===== config.mk =====
export PLATFORM = sky130hd
export DESIGN_NAME = prime_bank_mapper
export DESIGN_NICKNAME = d
export VERILOG_FILES = /design/src/rtl/pbm_pkg.sv /design/src/rtl/pbm_addr_map.sv /design/src/rtl/pbm_bank.sv /design/src/rtl/pbm_order_q.sv /design/src/rtl/prime_bank_mapper.sv
export SDC_FILE = /design/constraint.sdc
export NUM_CORES = 1
export LEC_CHECK = 0
export ABC_CLOCK_PERIOD_IN_PS = 13600
export BUFFER_PORTS_ARGS = -buffer_cell sky130_fd_sc_hd__buf_2
export CORE_ASPECT_RATIO = 1.4
export CORE_MARGIN = 3
export CORE_UTILIZATION = 35
export CTS_CLUSTER_SIZE = 28
export DETAILED_ROUTE_END_ITERATION = 10
export SYNTH_ARGS = -nofsm -noshare
export SYNTH_HDL_FRONTEND = slang
export SYNTH_SLANG_ARGS = --single-unit

===== constraint.sdc =====
create_clock -name clk_i -period 13.6 [get_ports clk_i]
set_input_delay 1.36 -clock clk_i [delete_from_list [all_inputs] [get_ports clk_i]]
set_output_delay 1.36 -clock clk_i [all_outputs]
set_load 0.01 [all_outputs]

===== src/rtl/pbm_pkg.sv =====
package pbm_pkg;

  // Remainder of the low nbits of val by modulus, reduced one bit at a
  // time from the top; each stage is a shift, add and one conditional
  // subtract, so the chain unrolls into shallow compare/subtract cells.
  function automatic int unsigned fold_mod(input logic [31:0] val,
                                           input int unsigned nbits,
                                           input int unsigned modulus);
    int unsigned acc;
    acc = 0;
    for (int i = 31; i >= 0; i--) begin
      if (i < int'(nbits)) begin
        acc = acc * 2 + 32'(val[i]);
        if (acc >= modulus) acc = acc - modulus;
      end
    end
    return acc;
  endfunction

  function automatic int unsigned width_of(input int unsigned n);
    return (n > 1) ? $clog2(n) : 1;
  endfunction

endpackage


===== src/rtl/pbm_addr_map.sv =====
module pbm_addr_map #(
  parameter int unsigned NUM_BANKS      = 3,
  parameter int unsigned WORDS_PER_BANK = 8,
  parameter int unsigned ADDR_W         = 5,
  localparam int unsigned BANK_W        = pbm_pkg::width_of(NUM_BANKS),
  localparam int unsigned OFF_W         = pbm_pkg::width_of(WORDS_PER_BANK)
) (
  input  logic [ADDR_W-1:0] addr_i,
  output logic [BANK_W-1:0] bank_o,
  output logic [OFF_W-1:0]  off_o,
  output logic              in_range_o
);
  localparam int unsigned TOTAL_WORDS = NUM_BANKS * WORDS_PER_BANK;

  logic [31:0] addr_ext;

  always_comb begin
    addr_ext   = 32'(addr_i);
    bank_o     = BANK_W'(pbm_pkg::fold_mod(addr_ext, ADDR_W, NUM_BANKS));
    off_o      = addr_ext[OFF_W-1:0];
    in_range_o = (addr_ext < TOTAL_WORDS);
  end
endmodule


===== src/rtl/pbm_bank.sv =====
module pbm_bank #(
  parameter int unsigned WORDS_PER_BANK = 8,
  parameter int unsigned DATA_W         = 16,
  parameter int unsigned BANK_LAT       = 4,
  localparam int unsigned OFF_W         = pbm_pkg::width_of(WORDS_PER_BANK),
  localparam int unsigned LAT_W         = $clog2(BANK_LAT + 1)
) (
  input  logic              clk_i,
  input  logic              rst_ni,
  input  logic              start_i,
  input  logic              we_i,
  input  logic [OFF_W-1:0]  off_i,
  input  logic [DATA_W-1:0] wdata_i,
  input  logic              pop_i,
  output logic              avail_o,
  output logic              hold_vld_o,
  output logic [DATA_W-1:0] hold_data_o
);
  logic [DATA_W-1:0] mem [WORDS_PER_BANK];
  logic [LAT_W-1:0]  busy_q;
  logic              rd_pend_q;
  logic [DATA_W-1:0] data_q;

  always_ff @(posedge clk_i) begin
    if (start_i && we_i) mem[off_i] <= wdata_i;
  end

  always_ff @(posedge clk_i) begin
    if (!rst_ni) begin
      busy_q      <= '0;
      rd_pend_q   <= 1'b0;
      data_q      <= '0;
      hold_vld_o  <= 1'b0;
      hold_data_o <= '0;
    end else begin
      if (start_i) begin
        busy_q    <= LAT_W'(BANK_LAT);
        rd_pend_q <= !we_i;
        data_q    <= mem[off_i];
      end else if (busy_q != '0) begin
        busy_q <= busy_q - 1'b1;
        if (busy_q == LAT_W'(1) && rd_pend_q) begin
          hold_vld_o  <= 1'b1;
          hold_data_o <= data_q;
          rd_pend_q   <= 1'b0;
        end
      end
      if (pop_i) hold_vld_o <= 1'b0;
    end
  end

  assign avail_o = (busy_q == '0) && !hold_vld_o;

  AST_START_WHEN_IDLE: assert property (@(posedge clk_i) disable iff (!rst_ni)
    start_i |-> avail_o);
  AST_HOLD_FROZEN: assert property (@(posedge clk_i) disable iff (!rst_ni)
    (hold_vld_o && !pop_i) |=> (hold_vld_o && $stable(hold_data_o)));
  AST_POP_HAS_DATA: assert property (@(posedge clk_i) disable iff (!rst_ni)
    pop_i |-> hold_vld_o);
endmodule


===== src/rtl/pbm_order_q.sv =====
module pbm_order_q #(
  parameter int unsigned DEPTH = 3,
  parameter int unsigned W     = 2,
  localparam int unsigned PTR_W = pbm_pkg::width_of(DEPTH),
  localparam int unsigned CNT_W = $clog2(DEPTH + 1)
) (
  input  logic         clk_i,
  input  logic         rst_ni,
  input  logic         push_i,
  input  logic [W-1:0] push_data_i,
  input  logic         pop_i,
  output logic         empty_o,
  output logic         full_o,
  output logic [W-1:0] head_o
);
  logic [W-1:0]     slot [DEPTH];
  logic [PTR_W-1:0] wr_ptr, rd_ptr;
  logic [CNT_W-1:0] count;

  function automatic logic [PTR_W-1:0] nxt(input logic [PTR_W-1:0] p);
    return (p == PTR_W'(DEPTH - 1)) ? '0 : p + 1'b1;
  endfunction

  always_ff @(posedge clk_i) begin
    if (push_i) slot[wr_ptr] <= push_data_i;
  end

  always_ff @(posedge clk_i) begin
    if (!rst_ni) begin
      wr_ptr <= '0;
      rd_ptr <= '0;
      count  <= '0;
    end else begin
      if (push_i) wr_ptr <= nxt(wr_ptr);
      if (pop_i)  rd_ptr <= nxt(rd_ptr);
      if (push_i && !pop_i)      count <= count + 1'b1;
      else if (pop_i && !push_i) count <= count - 1'b1;
    end
  end

  assign empty_o = (count == '0);
  assign full_o  = (count == CNT_W'(DEPTH));
  assign head_o  = slot[rd_ptr];

  AST_NO_OVERFLOW: assert property (@(posedge clk_i) disable iff (!rst_ni)
    push_i |-> !full_o);
  AST_NO_UNDERFLOW: assert property (@(posedge clk_i) disable iff (!rst_ni)
    pop_i |-> !empty_o);
endmodule


===== src/rtl/prime_bank_mapper.sv =====
module prime_bank_mapper #(
  parameter int unsigned NUM_BANKS      = 3,
  parameter int unsigned WORDS_PER_BANK = 8,
  parameter int unsigned ADDR_W         = 5,
  parameter int unsigned DATA_W         = 16,
  parameter int unsigned BANK_LAT       = 4,
  localparam int unsigned OFF_W         = pbm_pkg::width_of(WORDS_PER_BANK)
) (
  input  logic                 clk_i,
  input  logic                 rst_ni,
  input  logic                 req_valid_i,
  output logic                 req_ready_o,
  input  logic [ADDR_W-1:0]    req_addr_i,
  input  logic                 req_we_i,
  input  logic [DATA_W-1:0]    req_wdata_i,
  output logic                 err_o,
  output logic [NUM_BANKS-1:0] cmd_vld_o,
  output logic [OFF_W-1:0]     cmd_off_o,
  output logic                 cmd_we_o,
  output logic                 rd_valid_o,
  input  logic                 rd_ready_i,
  output logic [DATA_W-1:0]    rd_data_o
);
  localparam int unsigned BANK_W = pbm_pkg::width_of(NUM_BANKS);

  logic [BANK_W-1:0]    sel_bank;
  logic [OFF_W-1:0]     sel_off;
  logic                 in_range;
  logic                 sel_avail;
  logic                 accept;
  logic [NUM_BANKS-1:0] bank_avail;
  logic [NUM_BANKS-1:0] hold_vld;
  logic [NUM_BANKS-1:0] bank_pop;
  logic [DATA_W-1:0]    hold_data [NUM_BANKS];
  logic [BANK_W-1:0]    head_bank;
  logic                 q_empty, q_full;
  logic                 head_ready;
  logic                 rd_pop;

  pbm_addr_map #(
    .NUM_BANKS(NUM_BANKS), .WORDS_PER_BANK(WORDS_PER_BANK), .ADDR_W(ADDR_W)
  ) u_map (
    .addr_i(req_addr_i), .bank_o(sel_bank), .off_o(sel_off), .in_range_o(in_range)
  );

  always_comb begin
    sel_avail  = 1'b0;
    head_ready = 1'b0;
    rd_data_o  = '0;
    for (int b = 0; b < NUM_BANKS; b++) begin
      if (sel_bank == BANK_W'(b)) sel_avail = bank_avail[b];
      if (head_bank == BANK_W'(b)) begin
        head_ready = hold_vld[b];
        rd_data_o  = hold_data[b];
      end
    end
  end

  assign req_ready_o = !in_range || sel_avail;
  assign err_o       = req_valid_i && !in_range;
  assign accept      = req_valid_i && in_range && sel_avail;
  assign cmd_off_o   = sel_off;
  assign cmd_we_o    = req_we_i;
  assign rd_valid_o  = !q_empty && head_ready;
  assign rd_pop      = rd_valid_o && rd_ready_i;

  for (genvar g = 0; g < NUM_BANKS; g++) begin : g_bank
    assign cmd_vld_o[g] = accept && (sel_bank == BANK_W'(g));
    assign bank_pop[g]  = rd_pop && (head_bank == BANK_W'(g));

    pbm_bank #(
      .WORDS_PER_BANK(WORDS_PER_BANK), .DATA_W(DATA_W), .BANK_LAT(BANK_LAT)
    ) u_bank (
      .clk_i(clk_i), .rst_ni(rst_ni),
      .start_i(cmd_vld_o[g]), .we_i(req_we_i), .off_i(sel_off),
      .wdata_i(req_wdata_i), .pop_i(bank_pop[g]),
      .avail_o(bank_avail[g]), .hold_vld_o(hold_vld[g]),
      .hold_data_o(hold_data[g])
    );
  end

  // At most one read per bank can be outstanding, so NUM_BANKS slots suffice.
  pbm_order_q #(.DEPTH(NUM_BANKS), .W(BANK_W)) u_order (
    .clk_i(clk_i), .rst_ni(rst_ni),
    .push_i(accept && !req_we_i), .push_data_i(sel_bank),
    .pop_i(rd_pop), .empty_o(q_empty), .full_o(q_full), .head_o(head_bank)
  );

  AST_CMD_ONEHOT: assert property (@(posedge clk_i) disable iff (!rst_ni)
    $onehot0(cmd_vld_o));
  AST_ERR_NO_CMD: assert property (@(posedge clk_i) disable iff (!rst_ni)
    err_o |-> (cmd_vld_o == '0 && req_ready_o));
  AST_RD_BACKPRESSURE: assert property (@(posedge clk_i) disable iff (!rst_ni)
    (rd_valid_o && !rd_ready_i) |=> (rd_valid_o && $stable(rd_data_o)));
  AST_FULL_NO_READ: assert property (@(posedge clk_i) disable iff (!rst_ni)
    q_full |-> !(accept && !req_we_i));
endmodule


## Word level (Yosys, flattened, before mapping)

Memory sizes are Yosys's and may differ from the RTL's. A register that Yosys moved wholly into a read port is not among the register bits.
Cells that the tools add are included.

- Register bits: 69
- Bits in latches: 0
- Memory bits (writable): 390
- Memory bits (read-only): 0
- Input port bits: 26
- Output and inout bits: 26
- Memories kept: 4

- Add/subtract/negate cells: 16
- Multipliers: 0
- Div/mod/pow operators: 0
- Order comparisons: 6
- Equal/unequal tests: 9
- Shift operators: 0
- Mux-type cells: 43
- Bitwise operators: 4
- Reduce and logical (&&, ||, !) cells: 63

Memories:

| name | depth | width | read ports | clocked after memory_dff | write ports | RTL line | RTL |
|---|---|---|---|---|---|---|---|
| g_bank[0].u_bank.mem | 8 | 16 | 1 | 1 | 1 | pbm_bank.sv:19 | `logic [DATA_W-1:0] mem [WORDS_PER_BANK];` |
| g_bank[1].u_bank.mem | 8 | 16 | 1 | 1 | 1 | pbm_bank.sv:19 |  |
| g_bank[2].u_bank.mem | 8 | 16 | 1 | 1 | 1 | pbm_bank.sv:19 |  |
| u_order.slot | 3 | 2 | 1 | 1 | 1 | pbm_order_q.sv:16 | `logic [W-1:0] slot [DEPTH];` |

Operators with widths:

| kind | number |
|---|---|
| adder 32 x 1 -> 32 bit | 4 |
| greater-or-equal comparator 32 x 2 -> 1 bit (second input constant) | 4 |
| two-way mux 31 bit | 4 |
| subtractor 31 x 2 -> 31 bit (second input constant) | 3 |
| two-way mux 16 bit | 3 |
| logical AND 1 bit | 23 |
| two-way mux 1 bit | 23 |
| two-way mux 3 bit | 6 |
| two-way mux 2 bit | 7 |
| nonzero test 2 bit | 7 |
| OR reduction 2 bit | 6 |
| zero test 1 bit | 11 |
| == test 3 x 1 -> 1 bit (second input constant) | 3 |
| zero test 3 bit | 3 |
| AND reduction 3 bit | 3 |
| nonzero test 3 bit | 3 |
| subtractor 3 x 1 -> 3 bit (second input constant) | 3 |
| == test 2 bit (second input constant) | 4 |
| adder 2 x 1 -> 2 bit (second input constant) | 3 |
| zero test 2 bit | 3 |
| AND reduction 2 bit | 3 |
| less-than comparator 5 bit (second input constant) | 1 |
| == test 2 x 1 -> 1 bit (second input constant) | 2 |
| inverter 1 bit | 4 |
| other kinds (5) | 5 |

## Logic depth before layout (Yosys ltp)

- Depth after elaboration: 24
- Mapped depth: 22

## By module

From an unflattened synthesis, not the netlist that was laid out.

- Cell total of the unflattened synthesis: 1441
- Area, all modules: 20722.4 µm²

Modules (own cells, without submodules):

| module | instances | cells an instance | area each (µm²) | sequential area each (µm²) |
|---|---|---|---|---|
| pbm_bank | 3 | 425 | 6446.2 | 4584.4 |
| pbm_order_q | 1 | 45 | 536.8 | 340.3 |
| prime_bank_mapper | 1 | 78 | 500.5 | 0.0 |
| pbm_addr_map | 1 | 43 | 346.6 | 0.0 |

## Worst setup path before layout

No wires, ideal clock.

- Path type: input to register
- Start: input port req_addr_i[2]
- End: memory g_bank[1].u_bank.mem[5][0] (enable)
- Data arrival time: 6424 ps
- Required time: 13170 ps
- Slack: 6745 ps
- Stages on the path: 18
- Path buffers: 7
- Cell sequence: buf_4 -> buf_2 -> buf_2 -> buf_2 -> buf_1 -> buf_1 -> xnor2_1 -> ha_1 -> clkbuf_1 -> a211oi_2 -> xor2_2 -> inv_1 -> ha_1 -> a31oi_1 -> nand3_1 -> nor3_1 -> o21ai_1 -> nor4_1

- Cells in the longest elaborated chain, start to end: 18

RTL lines:

| element | RTL line | RTL |
|---|---|---|
| start, declared | prime_bank_mapper.sv:13 | `input logic [ADDR_W-1:0] req_addr_i,` |
| adder 32 x 1 -> 32 bit | pbm_pkg.sv:13 | `acc = acc * 2 + 32'(val[i]);` |
| subtractor 31 x 2 -> 31 bit or greater-or-equal comparator 32 x 2 -> 1 bit (tied branches) | pbm_pkg.sv:14 | `if (acc >= modulus) acc = acc - modulus;` |
| two-way mux 31 bit | pbm_pkg.sv:14 |  |
| adder 32 x 1 -> 32 bit | pbm_pkg.sv:13 |  |
| subtractor 31 x 2 -> 31 bit or greater-or-equal comparator 32 x 2 -> 1 bit (tied branches) | pbm_pkg.sv:14 |  |
| two-way mux 31 bit | pbm_pkg.sv:14 |  |
| adder 32 x 1 -> 32 bit | pbm_pkg.sv:13 |  |
| greater-or-equal comparator 32 x 2 -> 1 bit or subtractor 2 bit (tied branches) | pbm_pkg.sv:14 |  |
| two-way mux 2 bit | pbm_pkg.sv:14 |  |
| zero test 2 bit | prime_bank_mapper.sv:51 | `if (sel_bank == BANK_W'(b)) sel_avail = bank_avail[b];` |
| two-way mux 1 bit (3 in series) | prime_bank_mapper.sv:51 |  |
| logical AND 1 bit | prime_bank_mapper.sv:61 | `assign accept = req_valid_i && in_range && sel_avail;` |
| logical AND 1 bit | prime_bank_mapper.sv:68 | `assign cmd_vld_o[g] = accept && (sel_bank == BANK_W'(g));` |
| logical AND 1 bit | pbm_bank.sv:25 | `if (start_i && we_i) mem[off_i] <= wdata_i;` |
| two-way mux 1 bit | pbm_bank.sv:25 |  |
| two-way mux 1 bit (not written as such) | pbm_bank.sv:25 |  |
| end, declared | pbm_bank.sv:19 |  |

Parallel ways exist; a longest one is shown, timed or not.

## Worst setup path after layout

- Start: input port req_addr_i[2]
- End: output port cmd_vld_o[2]

- Cells in the longest elaborated chain, start to end: 15

RTL lines:

| element | RTL line | RTL |
|---|---|---|
| adder 32 x 1 -> 32 bit | pbm_pkg.sv:13 |  |
| subtractor 31 x 2 -> 31 bit or greater-or-equal comparator 32 x 2 -> 1 bit (tied branches) | pbm_pkg.sv:14 |  |
| two-way mux 31 bit | pbm_pkg.sv:14 |  |
| adder 32 x 1 -> 32 bit | pbm_pkg.sv:13 |  |
| subtractor 31 x 2 -> 31 bit or greater-or-equal comparator 32 x 2 -> 1 bit (tied branches) | pbm_pkg.sv:14 |  |
| two-way mux 31 bit | pbm_pkg.sv:14 |  |
| adder 32 x 1 -> 32 bit | pbm_pkg.sv:13 |  |
| greater-or-equal comparator 32 x 2 -> 1 bit or subtractor 2 bit (tied branches) | pbm_pkg.sv:14 |  |
| two-way mux 2 bit | pbm_pkg.sv:14 |  |
| zero test 2 bit | prime_bank_mapper.sv:51 |  |
| two-way mux 1 bit (3 in series) | prime_bank_mapper.sv:51 |  |
| logical AND 1 bit | prime_bank_mapper.sv:61 |  |
| logical AND 1 bit * | prime_bank_mapper.sv:68 |  |
| end, declared | prime_bank_mapper.sv:17 | `output logic [NUM_BANKS-1:0] cmd_vld_o,` |

Every way passes the cells marked *; elsewhere a longest branch is shown, timed or not.

==> metrics.md <==
| Metric | Value |
|---|---|
| Status | `completed` |
| CP required | `12.24 ns` |
| Final WS setup | `6.73 ns` |
| WL per Instance | `23.2 um` |
| Switching Share | `23.9%` |
| RSZ-0062 raised after global routing | `false` |
| Period utilization | `50.5%` |
| Antenna Violating Nets Remaining | `0` |
| CTS resizes | `0` |
| TritonCTS clock tree | `done` |
| Timing startpoint of the critical path | `req_addr_i[2]` |
| Post-Place Cell Area | `21700 um2` |
| Total of max-cap violations | `0` |
| Area Overhead vs Synth | `12.2%` |
| Die ar. | `61700 um2` |
| CP Buf/Inv Count | `6` |
| Hold path startpoint | `g_bank[0].u_bank.data_q[15]$_SDFFE_PN0P_` |
| Sink Count | `509` |
| Starting density of the core | `35.6%` |
| Layout cells sized above 1 | `between 10% and 20%` |
| Crit path max-delay family | `buffers and inverters` |
| Diode count | `0` |
| Max IR drop VDD | `0.0819 mV` |
| Most frequent cells in the layout | `edfxtp_1 (390), nand2_1 (218), dfxtp_1 (119), mux2i_1 (106), o21ai_0 (72)` |
| Reg clk slew, reported paths | `around 0.06 ns` |
| Post-synthesis cell type count | `67` |
| Vias per cell | `5.40` |
| Internal | `2.44 mW` |
| FF+latch count, synth | `509` |
| # DRC | `0` |
| PwrDens | `around 140 nW/um2` |
| Post-synth top flop | `edfxtp_1` |
| CP cell instances | `buf_4 > ha_1 > nor2_1 > xnor2_1 > ha_1 > a211oi_2 > xor2_2 > inv_1 > ha_1 > inv_1 > mux2_2 > a22oi_1 > o21ai_1 > o2111ai_2 > buf_4 > inv_1 > buf_2` |
| Max incr delay on CP | `0.50 ns` |
| Total CTS buffers | `between 40 and 50` |
| Post-layout nets | `around 1600` |
| Psw | `roughly 770 uW` |
| Worst Tran Pin Value | `slightly above 1 ns` |
| Hold Slack | `0.459 ns` |
| Initial antenna violation count | `1` |
| Die height | `about 300 um` |
| Flop2flop setup slack | `10.03 ns` |
| Final setup vio count | `0` |
| Die W | `211 um` |
| First-pass GRT wire length | `80.5 mm` |
| I/O pin cnt | `52` |
| Syn Inst Count | `1505` |
| Routed wire length | `53.8 mm` |
| Total number of yosys warnings | `0` |
| Via count | `12492` |
| Total global-route track usage | `17.2%` |
| Drt pass-1 iters | `5` |
| Sequential share of power | `53.4%` |
| Post-synth ARST share | `0%` |
| Post-DP HPWL | `34.2 mm` |
| EDFF count, synth | `390` |
| Crit path max fanout | `37` |
| Fmax | `between 100 and 150 MHz` |
| Comb power frac | `10.0%` |
| Setup bufs post-CTS | `0` |
| Vias in the first global route | `12501` |
| Total gr overflow | `0` |
| Avg Inst Size Synth | `roughly 14 um2` |
| Setup Skew | `roughly 0.015 ns` |
| Hold-fix buffers, CTS | `0` |
| Gpl congestion | `0.843` |
| Reg2reg start | `g_bank[1].u_bank.busy_q[0]$_SDFFE_PP0P_` |
| CP max-delay cell | `ha_1` |
| H-tree depth | `2` |
| Largest net degree at the start of global routing | `86` |
| Root buffer cell | `clkbuf_16` |
| Final Hold Fails | `0` |
| Mapped cell area | `20600 um2` |
| Port bufs | `51` |
| Slew margin rel. | `30.5%` |
| Leading cell type in the layout, fill and taps excluded | `edfxtp_1` |
| CTS max path bufs | `3` |
| Max-slew violations | `0` |
| Site Rows | `104` |
| Worst skew pair latency | `0.56 ns` |
| Startpoint types | `primary input` |
| WP data arrival | `roughly 5.5 ns` |
| Mapped Nets | `1544` |
| Power share of the clock group | `36.6%` |
| Critical Path Sink Type | `primary output` |
| CP Class | `in2out` |
| Hold Path Class | `reg2reg` |
| Area of the core | `57800 um2` |
| Seq/Total Area, Yosys | `68.6%` |
| Post-Layout Inst Area | `23100 um2` |
| P_leak | `7.90 nW` |
| TNS Setup | `0 ns` |
| 1st-iter DRT viols | `1102` |
| Pre-CTS WS | `~6.7 ns` |
| Final Critical Period | `6.87 ns` |
| Total power | `3.21 mW` |
routing by layer:
metal  global-route usage (%)  wire length (um)
met4                     6.83              2290
met1                     21.3             21400
met5                        0                13
met3                     2.16              2620
met2                     30.6             27500
worst register-to-register path: stages (launching register included):
cell and delay, ns:
dfxtp_1 0.33, inv_1 0.08, ha_1 0.22, nor2b_1 0.74, nor2b_1 0.43, a22oi_1 0.15, a21boi_1 0.20, nor4b_4 0.48
ha_1 0.35, or3_1 0.35, a21boi_0 0.16
worst paths after layout:
kind,end,depth (start not counted)
hold / removal,g_bank[0].u_bank.data_q[15]$_SDFFE_PN0P_,2
setup reg to reg,u_order.count[1]$_SDFFE_PN0P_,10
hold reg to reg,g_bank[0].u_bank.data_q[15]$_SDFFE_PN0P_,2
setup / recovery,cmd_vld_o[2],17
power groups by stage:
stage,Clock [mW],Sequential [mW],Combinational (mW)
floorplan,0,1.75,0.211
global placement,0,1.75,0.310
detailed placement,0,1.75,0.321
CTS,1.20,1.72,0.322
global route,1.26,1.72,0.348
finish,1.18,1.72,0.320
layout make-up:
cell class / instances / area, um2
Fill cell: 5401 / 34700
Sequential cell: 509 / 14100
Multi-Input combinational cell: 873 / 6050
Clock buffer: 58 / 1220
Tap cell: 742 / 928
Timing Repair Buffer: 97 / 611
Clock inverter: 21 / 101
Inverter: 14 / 52.6
metrics by stage:
step,util [%],std cells
after floorplan,-,1505
after global placement,37.6,2235
after detailed placement,37.6,2235
after CTS,39.9,2314
after global routing,39.9,2314
final,39.9,2314
synth_stat cells (22+ instances only):
cell	number	area [um2]
a21boi_0	52	390
a21oi_1	41	205
a22o_1	24	210
a22oi_1	65	488
clkbuf_1	70	263
dfxtp_1	119	2380
edfxtp_1	390	11700
mux2_2	35	394
mux2i_1	107	1070
nand2_1	218	818
nor2_1	48	180
nor3_1	22	110
o21ai_0	73	365
registers in the layout (all words and copies together) (netlist names), named ones only:
signal / flops
g_bank.u_bank.mem: 384
g_bank.u_bank.data_q: 48
g_bank.u_bank.hold_data_o: 48
g_bank.u_bank.busy_q: 9
u_order.slot: 6
g_bank.u_bank.hold_vld_o: 3
g_bank.u_bank.rd_pend_q: 3
u_order.count: 2
u_order.rd_ptr: 2
u_order.wr_ptr: 2
kinds of logic (layout without fill, tap and decap cells):
logic type	Yosys count	after routing	synth area share (%)
compound gates	329	329	11.1
xor+xnor	8	8	0.377
fa+ha+maj	13	13	0.791
buf+inv	123	190	2.66
flops	509	509	68.6
mux	152	152	8.22
simple gates	371	371	8.26
Note: power is estimated with default switching activity, not from simulation.
